File: src/rtl/lu_idx_pkg.sv
// Package: shared sizing and the triple record passed between the
// counter nest and the output register chain.
// Assumes the largest supported matrix order is 128.
package lu_idx_pkg;
    parameter int unsigned LU_NMAX = 128;
    localparam int unsigned LU_IW  = $clog2(LU_NMAX + 1);

    typedef logic [LU_IW-1:0] idx_t;

    typedef struct packed {
        logic vld;
        logic last;
        idx_t i;
        idx_t k;
        idx_t j;
    } triple_t;
endpackage

File: src/rtl/lu_idx_bounds.sv
// Bounds arithmetic: the first column block for the pivot after the
// current one, and the last legal block base N-K.
// Assumes K is a power of two, so block alignment is a mask.
module lu_idx_bounds
    import lu_idx_pkg::*;
#(
    parameter int unsigned K = 8
) (
    input  idx_t i_cur,
    input  idx_t n_lat,
    output idx_t kfirst_nx,
    output idx_t klast
);
    localparam idx_t KMASK = idx_t'(K - 1);
    localparam idx_t KSTEP = idx_t'(K);

    // block base of pivot i_cur+1 is ((i_cur+1-1)/K)*K = i_cur with low bits cleared
    always_comb begin
        kfirst_nx = i_cur & ~KMASK;
        klast     = n_lat - KSTEP;
    end
endmodule

File: src/rtl/lu_idx_counters.sv
// Counter nest: holds i, k, j and the latched order, and steps them in
// i / k / j nesting order on each advance.
// Assumes start_ok is never high while run is high, and that N is a
// multiple of K.
module lu_idx_counters
    import lu_idx_pkg::*;
#(
    parameter int unsigned K = 8
) (
    input  logic    clk,
    input  logic    rst_n,
    input  logic    start_ok,
    input  idx_t    n_in,
    input  logic    adv,
    output triple_t cur,
    output logic    run,
    output idx_t    n_held
);
    localparam int unsigned KB    = $clog2(K);
    localparam idx_t        KSTEP = idx_t'(K);
    localparam idx_t        KMASK = idx_t'(K - 1);

    idx_t i_q, k_q, j_q, n_q;
    idx_t kfirst_nx, klast;

    lu_idx_bounds #(.K(K)) bounds_i (
        .i_cur    (i_q),
        .n_lat    (n_q),
        .kfirst_nx(kfirst_nx),
        .klast    (klast)
    );

    // launch a run or step the innermost loop that still has room
    always_ff @(posedge clk) begin
        if (!rst_n) begin
            run <= 1'b0;
            i_q <= '0;
            k_q <= '0;
            j_q <= '0;
            n_q <= '0;
        end else if (start_ok) begin
            run <= 1'b1;
            n_q <= n_in;
            i_q <= idx_t'(1);
            k_q <= '0;
            j_q <= idx_t'(1);
        end else if (run && adv) begin
            if (j_q != n_q) begin
                j_q <= j_q + idx_t'(1);
            end else if (k_q != klast) begin
                k_q <= k_q + KSTEP;
                j_q <= i_q;
            end else if (i_q != n_q) begin
                i_q <= i_q + idx_t'(1);
                k_q <= kfirst_nx;
                j_q <= i_q + idx_t'(1);
            end else begin
                run <= 1'b0;
            end
        end
    end

    // present the current state as a triple, flagging the final one
    always_comb begin
        cur.vld  = run;
        cur.last = (i_q == n_q) && (j_q == n_q) && (k_q == klast);
        cur.i    = i_q;
        cur.k    = k_q;
        cur.j    = j_q;
        n_held   = n_q;
    end

    AST_J_IN_RANGE: assert property (@(posedge clk) disable iff (!rst_n)
        run |-> (j_q >= i_q) && (j_q <= n_q) && (i_q != '0));
    AST_K_ALIGNED: assert property (@(posedge clk) disable iff (!rst_n)
        run |-> (k_q[KB-1:0] == '0) && (k_q <= n_q - KSTEP));
    AST_K_FROM_PIVOT: assert property (@(posedge clk) disable iff (!rst_n)
        run |-> (k_q >= ((i_q - idx_t'(1)) & ~KMASK)));
    AST_N_LATCHED: assert property (@(posedge clk) disable iff (!rst_n)
        run |=> $stable(n_q));
    AST_COUNT_HOLD: assert property (@(posedge clk) disable iff (!rst_n)
        (run && !adv) |=> ($stable(i_q) && $stable(k_q) && $stable(j_q)));
endmodule

File: src/rtl/lu_idx_pipe.sv
// Output register chain: two stages between the counters and the
// ports, all advancing together on adv.
// Assumes the caller stalls the counters with the same adv.
module lu_idx_pipe
    import lu_idx_pkg::*;
(
    input  logic    clk,
    input  logic    rst_n,
    input  logic    adv,
    input  triple_t cur,
    output triple_t s1,
    output triple_t outq
);
    // shift both stages when the consumer takes the output
    always_ff @(posedge clk) begin
        if (!rst_n) begin
            s1   <= '0;
            outq <= '0;
        end else if (adv) begin
            s1   <= cur;
            outq <= s1;
        end
    end

    AST_STALL_STABLE: assert property (@(posedge clk) disable iff (!rst_n)
        (outq.vld && !adv) |=> $stable(outq));
endmodule

File: src/rtl/lu_loop_idx_gen.sv
// Top: blocked LU loop index generator. Guards start while busy,
// chains counters and output registers, and pulses done after the
// final triple is accepted.
// Assumes n_order is one of 16, 32, 64, 128 at start, and K is 4, 8 or 16.
module lu_loop_idx_gen
    import lu_idx_pkg::*;
#(
    parameter int unsigned K = 8
) (
    input  logic             clk,
    input  logic             rst_n,
    input  logic             start,
    input  logic [LU_IW-1:0] n_order,
    input  logic             ready,
    output logic             idx_valid,
    output logic [LU_IW-1:0] idx_i,
    output logic [LU_IW-1:0] idx_k,
    output logic [LU_IW-1:0] idx_j,
    output logic             done
);
    generate
        if ((K & (K - 1)) != 0 || K < 2 || K > LU_NMAX) begin : g_bad_k
            $error("lu_loop_idx_gen: K must be a power of two within the order range");
        end
    endgenerate

    triple_t cur, s1, outq;
    logic    run, busy, start_ok, done_q;
    idx_t    n_held;

    // busy while any stage still carries part of a run
    always_comb begin
        busy     = run | s1.vld | outq.vld;
        start_ok = start & ~busy;
    end

    lu_idx_counters #(.K(K)) cnt_i (
        .clk     (clk),
        .rst_n   (rst_n),
        .start_ok(start_ok),
        .n_in    (n_order),
        .adv     (ready),
        .cur     (cur),
        .run     (run),
        .n_held  (n_held)
    );

    lu_idx_pipe pipe_i (
        .clk  (clk),
        .rst_n(rst_n),
        .adv  (ready),
        .cur  (cur),
        .s1   (s1),
        .outq (outq)
    );

    // one-cycle done after the consumer takes the final triple
    always_ff @(posedge clk) begin
        if (!rst_n) done_q <= 1'b0;
        else        done_q <= outq.vld & outq.last & ready;
    end

    // drive the ports from the last stage
    always_comb begin
        idx_valid = outq.vld;
        idx_i     = outq.i;
        idx_k     = outq.k;
        idx_j     = outq.j;
        done      = done_q;
    end

    AST_DONE_AFTER_FINAL: assert property (@(posedge clk) disable iff (!rst_n)
        done |-> $past(idx_valid && ready && (idx_i == n_held) && (idx_j == n_held)));
    AST_DONE_SINGLE: assert property (@(posedge clk) disable iff (!rst_n)
        done |=> !done);
    AST_START_BUSY_IGNORED: assert property (@(posedge clk) disable iff (!rst_n)
        (start && run && !ready) |=> ($stable(idx_i) && $stable(idx_j)));
endmodule

File: config.mk
export PLATFORM = sky130hd
export DESIGN_NAME = lu_loop_idx_gen
export DESIGN_NICKNAME = d
export VERILOG_FILES = /design/src/rtl/lu_idx_pkg.sv /design/src/rtl/lu_idx_bounds.sv /design/src/rtl/lu_idx_counters.sv /design/src/rtl/lu_idx_pipe.sv /design/src/rtl/lu_loop_idx_gen.sv
export SDC_FILE = /design/constraint.sdc
export NUM_CORES = 1
export LEC_CHECK = 0
export BUFFER_PORTS_ARGS = -buffer_cell sky130_fd_sc_hd__buf_4
export CAP_MARGIN = 20
export CORE_UTILIZATION = 45
export CTS_BUF_LIST = sky130_fd_sc_hd__clkbuf_8 sky130_fd_sc_hd__clkbuf_16
export DETAILED_ROUTE_END_ITERATION = 8
export PLACE_DENSITY = 0.63
export SYNTH_ARGS = -nofsm -noshare
export SYNTH_HDL_FRONTEND = slang
export SYNTH_HIERARCHICAL = 1
export SYNTH_SLANG_ARGS = --single-unit
export TNS_END_PERCENT = 1
File: constraint.sdc
create_clock -name clk -period 4.3 [get_ports clk]
set_input_delay 0.215 -clock clk [delete_from_list [all_inputs] [get_ports clk]]
set_output_delay 0.215 -clock clk [all_outputs]
set_load 0.03 [all_outputs]
==> qor.csv, run 1 <==
metric,value,unit
hold_viol_final,0,
gr-total-overflow,0,
crit_required,4570,ps
design_area,4578,sq um
netlist_area,4198,sq um
start_util,0.4721,
postRouteAntennaNets,0,
syn_inst,427,
clk_path_buf_depth,2,
first_iter_violations,125,
cts_buffers,9,
wl_per_cell,14.84,um
htree_levels,3,
insertion_delay,350,ps
outcome,finished clean,
io_pins,38,
grt_pass1_vias,2718,
tns,0,ps
chipWidth,98.59,um
dp_hpwl,5622,um
firstDrtPassIters,4,
postCtsHoldBufs,0,
synth_top_cell_area_share,0.4101,
peakVddDrop,0.0001785,V
drt_wl_total,8219,um
grt_pass1_wl,13950,um
die-area,9719,sq um
via_count,2912,
final.min_clock_period,3435,ps
powerDensity,348.1,nW/um^2
portBuffers,37,
yosysTopAreaCell,dfxtp_1,
synth.distinct_cells,52,
timing.fmax,291.1,MHz
arrival,3710,ps
relSlewSlack,0.3528,
fin_crit_sh,0.7989,
place_area,4387,sq um
fin_nets,460,
layout_commonest_cell,dfxtp_1,
async_flop_share,0,
worst_pin_slew,965.0,ps
via_per_inst,5.256,
setup_viol,0,
cts_sinks,86,
synth.avg_cell_area,9.831,sq um
area.growth.synth_to_final,9.061,%
drive_gt1_frac,0.1368,
row_count,34,
final_cell_mix,"dfxtp_1, mux2i_1, nor2b_1",
power.leakage,1.878,nW
core_area,8891,sq um
hp-class,input pin to flip-flop,
ys_warn_count,6,
ys_ff_latch,86,
maxCapViolCount,0,
path_class,flip-flop to flip-flop,
die_h,98.59,um
synth_edf_count,0,
skew,5.857,ps
cts_tree,done,
endpoint_kind,flip-flop,
clkTransAtPathRegs,80,ps
synth_area_leaders,"dfxtp_1, mux2i_1, nor2b_1",
diodes,0,
timing.final.max_slew_violations,0,
yosys_most_used_dff,dfxtp_1,
rsz0062_at_grt,no,
start_kind,flip-flop,
yosysSeqAreaShare,0.4101,
grt_max_degree,59,
grt_use_total,0.1834,
gp_congestion,0.9109,
antenna_found_initial,0,
clock-root-buffer,clkbuf_8,
cts_resized,0,
cp_max_fo,17,
post_cts_buffers,0,
drc,0,
worst paths after layout:
check / from / endpoint / slack (ps) / cells past startpoint
min reg2reg: pipe_i/outq[24] / done / 500 / 1
min: n_order[2] / cnt_i/n_held[2] / 90 / 3
max: cnt_i/n_held[3] / cnt_i/i_q[7] / 860 / 10
max reg2reg: cnt_i/n_held[3] / cnt_i/i_q[7] / 860 / 10
cell usage after synthesis (3+ instances only):
master / n
dfxtp_1: 86
mux2i_1: 68
nor2b_1: 52
nor2_1: 23
xor2_1: 22
a21oi_1: 18
nand2_1: 15
nand3_1: 15
buf_4: 13
clkbuf_1: 13
xnor2_1: 12
or3_1: 7
and3_1: 6
and2_1: 5
buf_8: 5
o21ai_0: 5
o21ai_1: 5
ha_1: 4
inv_1: 4
nor3_1: 4
o221a_1: 4
a21o_1: 3
metrics by stage:
step	cells	hold WS, ps	utilization	total power (W)	setup slack, ps
2_1_floorplan	429	332.5	-	0.001006	1706
3_3_place_gp	541	448.2	0.4934	0.001035	1044
3_5_place_dp	541	457.2	0.4934	0.001037	905.1
4_1_cts	554	82.03	0.5149	0.001614	886.8
5_1_grt	554	98.55	0.5149	0.001669	623.1
6_report	554	93.63	0.5149	0.001594	864.7
layer usage:
| layer | GRT usage | up-vias | share of wire |
|---|---|---|---|
| met3 | 0.03191 | 11 | 0.037 |
| li1 | - | 1485 | - |
| met2 | 0.2725 | 58 | 0.43 |
| met5 | 0 | - | 0 |
| met4 | 0.07692 | 0 | 0.017 |
| met1 | 0.2619 | 1358 | 0.52 |
cell families after synthesis:
group           Yosys count  synth area share
fa+ha+maj                 4           0.01192
compound gates           47           0.07362
other cells               1         0.0008933
mux                      69            0.1648
flops                    86            0.4101
simple gates            146            0.2045
buf+inv                  40           0.06319
xor+xnor                 34           0.07094
report_power, final:
part | switching (W) | leakage (nW) | internal [W] | total [W]
combinational | 0.000105 | 1.08 | 0.0000800 | 0.000185
sequential | 0.0000225 | 0.695 | 0.000809 | 0.000832
clock | 0.000263 | 0.104 | 0.000314 | 0.000577
total | 0.000391 | 1.88 | 0.00120 | 0.00159
flip-flops by register name, indices dropped and copies added (netlist names):
name and count:
cnt_i/i_q 8, cnt_i/j_q 8, cnt_i/k_q 8, cnt_i/n_held 8, cnt_i/run 1, done 1, pipe_i/outq 26, pipe_i/s1 26
cell type report:
class                           instances  area, sq um
Sequential cell                        86         1722
Timing Repair Buffer                   39        292.8
Clock inverter                          4        67.56
Fill cell                             816         4313
Tap cell                              108        135.1
Inverter                                5        18.77
Multi-Input combinational cell        303         2218
Clock buffer                            9        123.9
critical path, cell delays in order (launching register included):
cell	delay (ps)
dfxtp_1	440
inv_1	110
ha_1	220
nor3b_2	160
xor2_1	150
xor2_1	170
nor4_4	400
and2_1	460
nand4_2	450
or4_1	640
a21oi_1	150
No activity file was read; power rests on OpenSTA's default activity.
==> run 2: changes to the inputs <==
- PLACE_DENSITY: 0.63 -> 0.66
- clock period: 4.3 -> 2.9 ns (I/O delays scaled with it)
==> qor.csv, run 2 (synthesis results as in run 1) <==
metric,value,unit,change
outcome,finished clean,,unchanged
max_stage_delay,540,ps,was 640 ps
relSlewSlack,0.5272,,was 0.3528
grt_max_degree,34,,was 59
crit_chain,inv_1 > ha_1 > nor3b_2 > xor2_1 > xor2_1 > nor4_4 > and2_1 > nand4_2 > or4_1 > a21oi_1,,unchanged
hold_path_startpoint,n_order[0],,was n_order[2]
ff2ff_path_depth,10,,unchanged
clkTransAtPathRegs,90,ps,was 80 ps
drt_wl_total,8251,um,was 8219 um
grt_pass1_wl,13430,um,"was 13,950 um"
grt_pass1_vias,2678,,"was 2,718"
post_cts_buffers,0,,unchanged
via_count,2939,,"was 2,912"
cts_tree,done,,unchanged
rsz0062_at_grt,no,,unchanged
htree_levels,3,,unchanged
final_cell_mix,"dfxtp_1, mux2i_1, nor2b_1",,unchanged
antenna_found_initial,0,,unchanged
r2r_end,cnt_i/i_q[7],,unchanged
holdPathStages,3,,unchanged
critPathTopFamily,simple AND/OR/NAND/NOR gates,,unchanged
via_per_inst,5.202,,was 5.256
start_kind,flip-flop,,unchanged
endpoint_kind,flip-flop,,unchanged
arrival,2890,ps,was 3710 ps
io_pins,38,,unchanged
diodes,0,,unchanged
area.growth.synth_to_final,11.89,%,was 9.061%
slowest_stage,or4_1,,unchanged
die_h,98.59,um,unchanged
portBuffers,37,,unchanged
insertion_delay,360,ps,was 350 ps
gp_congestion,0.8797,,was 0.9109
row_count,34,,unchanged
chipWidth,98.59,um,unchanged
final.min_clock_period,2626,ps,was 3435 ps
top_regs,"pipe_i/outq x26, pipe_i/s1 x26",,unchanged
start_util,0.4721,,unchanged
post-place-cells,549,,was 541
gr-total-overflow,0,,unchanged
reg2reg_slack,270,ps,was 860 ps
fin_cells,565,,was 554
clk_path_buf_depth,2,,unchanged
clock-root-buffer,clkbuf_8,,unchanged
postRouteAntennaNets,0,,unchanged
drc,0,,unchanged
dp_hpwl,5663,um,was 5622 um
core_area,8891,sq um,unchanged
crit_buf_inv,1,,unchanged
wl_per_cell,14.60,um,was 14.84 um
fin_nets,468,,was 460
peakVddDrop,0.0003655,V,was 0.0001785 V
r2r_start,cnt_i/n_held[3],,unchanged
fin_ws,274.4,ps,was 864.7 ps
tns,0,ps,unchanged
hold_end,cnt_i/n_held[0],,was cnt_i/n_held[2]
cp_max_fo,5,,was 17
finalPower,0.002531,W,was 0.001594 W
grt_use_total,0.1763,,was 0.1834
drive_gt1_frac,0.1685,,was 0.1368
skew,10.27,ps,was 5.857 ps
setup_viol,0,,unchanged
worst_pin_slew,709.1,ps,was 965.0 ps
hold_viol_final,0,,unchanged
path_class,flip-flop to flip-flop,,unchanged
maxCapViolCount,0,,unchanged
first_iter_violations,128,,was 125
layout_commonest_cell,dfxtp_1,,unchanged
crit_top_cell,xor2_1,,unchanged
hp-class,input pin to flip-flop,,unchanged
post-place-ws,204.8,ps,was 905.1 ps
cts_sinks,86,,unchanged
crit_required,3170,ps,was 4570 ps
fin_crit_sh,0.9054,,was 0.7989
power.leakage,1.928,nW,was 1.878 nW
firstDrtPassIters,6,,was 4
powerDensity,538.8,nW/um^2,was 348.1 nW/um^2
cts_buffers,9,,unchanged
timing.final.max_slew_violations,0,,unchanged
timing.fmax,380.9,MHz,was 291.1 MHz
die-area,9719,sq um,unchanged
-- run 2: how the worst max path moves through the flow --
stage                         endpoint             from  depth (start not counted)  slack [ps]
after floorplan           cnt_i/j_q[5]  cnt_i/n_held[3]                         11         310
after global placement    cnt_i/k_q[3]  cnt_i/n_held[3]                          9         310
after detailed placement  cnt_i/k_q[3]  cnt_i/n_held[3]                          9         200
after CTS                 cnt_i/k_q[3]  cnt_i/n_held[3]                          9         180
after global routing      cnt_i/i_q[7]  cnt_i/n_held[3]                         10          90
final                     cnt_i/i_q[7]  cnt_i/n_held[3]                         10         270
-- run 2: what timing repair did --
item,4_1_cts,5_1_grt
hold buffers,0,0
hold endpoints to repair,0,0
resized for setup,0,3
setup endpoints to repair,0,8
-- run 2: metrics by stage --
stage                     hold slack (ps)  utilization  area (sq um)
after global routing                17.31       0.5283          4697
after detailed placement            385.4       0.5001          4447
after CTS                           5.294       0.5277          4692
after floorplan                     262.5            -          4205
final                               25.66       0.5283          4697
after global placement              379.7       0.5001          4447
-- run 2: layer usage --
metal | global-route usage | vias to the layer above | routed length (um) | share of wire
met4 | 0.05855 | 0 | 103 | 0.012
met2 | 0.2822 | 65 | 3787 | 0.46
li1 | - | 1517 | - | -
met5 | 0 | - | 0 | 0
met3 | 0.04468 | 9 | 369 | 0.045
met1 | 0.2325 | 1348 | 3990 | 0.48
-- run 2: final cells by class --
class / instances / area [sq um]
tap: 108 / 135.1
timing repair buffer: 47 / 352.8
sequential: 86 / 1724
fill: 799 / 4194
clock buffer: 9 / 123.9
clock inverter: 7 / 121.4
inverter: 5 / 18.77
multi-input combinational: 303 / 2221
-- run 2: worst min-delay path, delay by kind of cell --
| family | cells | cell delay (ps) |
|---|---|---|
| muxes | 1 | 50 |
| buffers and inverters | 1 | 70 |
| and+or+nand+nor | 1 | 70 |
-- run 2: power breakdown --
part           total [W]  switching (W)  internal, W
clock network    0.00102       0.000442     0.000575
logic           0.000280       0.000157     0.000123
registers        0.00123      0.0000343      0.00120
total            0.00253       0.000632      0.00190
==> run 3: changes to the inputs <==
- BUFFER_PORTS_ARGS: -buffer_cell sky130_fd_sc_hd__buf_4 -> default
- DONT_BUFFER_PORTS: default -> 1
- PLACE_DENSITY: 0.66 -> 0.72
- clock period: 2.9 -> 3.3 ns (I/O delays scaled with it)
==> qor.csv, run 3 (synthesis results as in run 1) <==
metric,value,unit,change
start_util,0.4721,,unchanged
final_cell_mix,"dfxtp_1, mux2i_1, nor2b_1",,unchanged
drc,0,,unchanged
grt_pass1_wl,13950,um,"was 13,430 um"
post-place-ws,449.2,ps,was 204.8 ps
postCtsHoldBufs,11,,was 0
rsz0062_at_grt,no,,unchanged
outcome,finished clean,,unchanged
crit_chain,inv_1 > ha_1 > nor3b_2 > xor2_1 > xor2_1 > nor4_4 > nand2_1 > o211ai_2 > nor2_1 > o221a_1,,was inv_1 > ha_1 > nor3b_2 > xor2_1 > xor2_1 > nor4_4 > and2_1 > nand4_2 > or4_1 > a21oi_1
crit_top_cell,xor2_1,,unchanged
die_h,98.59,um,unchanged
row_count,34,,unchanged
r2r_start,cnt_i/n_held[3],,unchanged
fin_crit_sh,0.8794,,was 0.9054
maxCapViolCount,0,,unchanged
arrival,3160,ps,was 2890 ps
design_area,4456,sq um,was 4697 sq um
portBuffers,0,,was 37
drive_gt1_frac,0.07746,,was 0.1685
chipWidth,98.59,um,unchanged
via_count,2901,,"was 2,939"
post_cts_buffers,0,,unchanged
gr-total-overflow,0,,unchanged
grt_max_degree,57,,was 34
hold_path_startpoint,ready,,was n_order[0]
gp_congestion,0.8840,,was 0.8797
grt_pass1_vias,2721,,"was 2,678"
peakVddDrop,0.0002720,V,was 0.0003655 V
drt_wl_total,8575,um,was 8251 um
skew,10.74,ps,was 10.27 ps
htree_levels,3,,unchanged
cts_sinks,86,,unchanged
powerDensity,454.4,nW/um^2,was 538.8 nW/um^2
max_stage_delay,450,ps,was 540 ps
worst_pin_slew,653.9,ps,was 709.1 ps
cts_resized,0,,unchanged
start_kind,flip-flop,,unchanged
crit_required,3550,ps,was 3170 ps
fin_ws,397.8,ps,was 274.4 ps
area.growth.synth_to_final,6.140,%,was 11.89%
timing.fmax,344.6,MHz,was 380.9 MHz
antenna_found_initial,0,,unchanged
timing.final.max_slew_violations,0,,unchanged
layout_commonest_cell,dfxtp_1,,unchanged
hold_viol_final,0,,unchanged
cp_max_fo,9,,was 5
cts_buffers,9,,unchanged
via_per_inst,5.433,,was 5.202
clkTransAtPathRegs,90,ps,about the same
endpoint_kind,flip-flop,,unchanged
hold_ws,14.47,ps,was 25.66 ps
cts_tree,done,,unchanged
wl_per_cell,16.06,um,was 14.60 um
final.min_clock_period,2902,ps,was 2626 ps
cp-startpoint,cnt_i/n_held[3],,unchanged
first_iter_violations,156,,was 128
die-area,9719,sq um,unchanged
clk_path_buf_depth,2,,unchanged
core_area,8891,sq um,unchanged
fin_nets,437,,was 468
diodes,0,,unchanged
path_class,flip-flop to flip-flop,,unchanged
clock-root-buffer,clkbuf_8,,unchanged
insertion_delay,350,ps,was 360 ps
top_regs,"pipe_i/outq x26, pipe_i/s1 x26",,unchanged
place_area,4131,sq um,was 4447 sq um
firstDrtPassIters,4,,was 6
dp_hpwl,5528,um,was 5663 um
tns,0,ps,unchanged
power.leakage,1.743,nW,was 1.928 nW
hp-class,input pin to flip-flop,,unchanged
io_pins,38,,unchanged
postRouteAntennaNets,0,,unchanged
slowest_stage,dfxtp_1,,was or4_1
relSlewSlack,0.5640,,was 0.5272
fin_util,0.5011,,was 0.5283
grt_use_total,0.1843,,was 0.1763
setup_viol,0,,unchanged
[run 3: changes by cell type in the layout (fill, tap and decap cells not counted)]
cell,previous run,this run
buf_16,0,1
clkinv_4,0,1
buf_12,0,1
dlygate4sd3_1,0,9
dfxtp_1,84,86
clkbuf_8,9,11
bufinv_16,3,0
dfxtp_2,2,0
nand2_2,1,0
inv_1,4,5
nand2_1,14,15
buf_4,47,5
inv_6,1,0
[run 3: path summary, 6_finish.rpt]
| kind | endpoint | slack (ps) | cells past startpoint |
|---|---|---|---|
| max | cnt_i/k_q[3] | 400 | 10 |
| min | pipe_i/outq[24] | 10 | 2 |
| max reg2reg | cnt_i/k_q[3] | 400 | 10 |
| min reg2reg | done | 500 | 1 |
[run 3: layout make-up]
type                    instances  area (sq um)
repair buffers                 16         175.2
multi-input cells             303          2218
fillers                       817          4436
clock buffers                  11         151.4
inverters                       5         18.77
flip-flops and latches         86          1722
clock inverters                 5         35.03
well taps                     108         135.1
[run 3: critical path, delay by kind of cell, from the launching register on]
kind,cells,cell delay [ps]
and+or+nand+nor,4,1000
AOI/OAI and AO/OA,2,670
DFF,1,450
xor gates and xnor gates,2,330
adders and majority gates,1,240
buffers and inverters,1,110
[run 3: stage by stage]
| stage | total power, W | std cells |
|---|---|---|
| floorplan | 0.001311 | 429 |
| global placement | 0.001312 | 507 |
| detailed placement | 0.001319 | 507 |
| CTS | 0.002045 | 534 |
| global route | 0.002118 | 534 |
| finish | 0.002025 | 534 |
[run 3: per-layer routing]
| metal | share of wire | up-vias | GRT usage |
|---|---|---|---|
| met3 | 0.043 | 18 | 0.04610 |
| li1 | - | 1445 | - |
| met2 | 0.45 | 65 | 0.2844 |
| met5 | 0 | - | 0 |
| met4 | 0.024 | 0 | 0.08037 |
| met1 | 0.49 | 1373 | 0.2447 |
[run 3: report_power, final]
group | internal [W] | leakage, nW | switching [W]
sequential | 0.00105 | 0.695 | 0.0000324
combinational | 0.000110 | 0.959 | 0.000139
clock | 0.000313 | 0.0890 | 0.000376
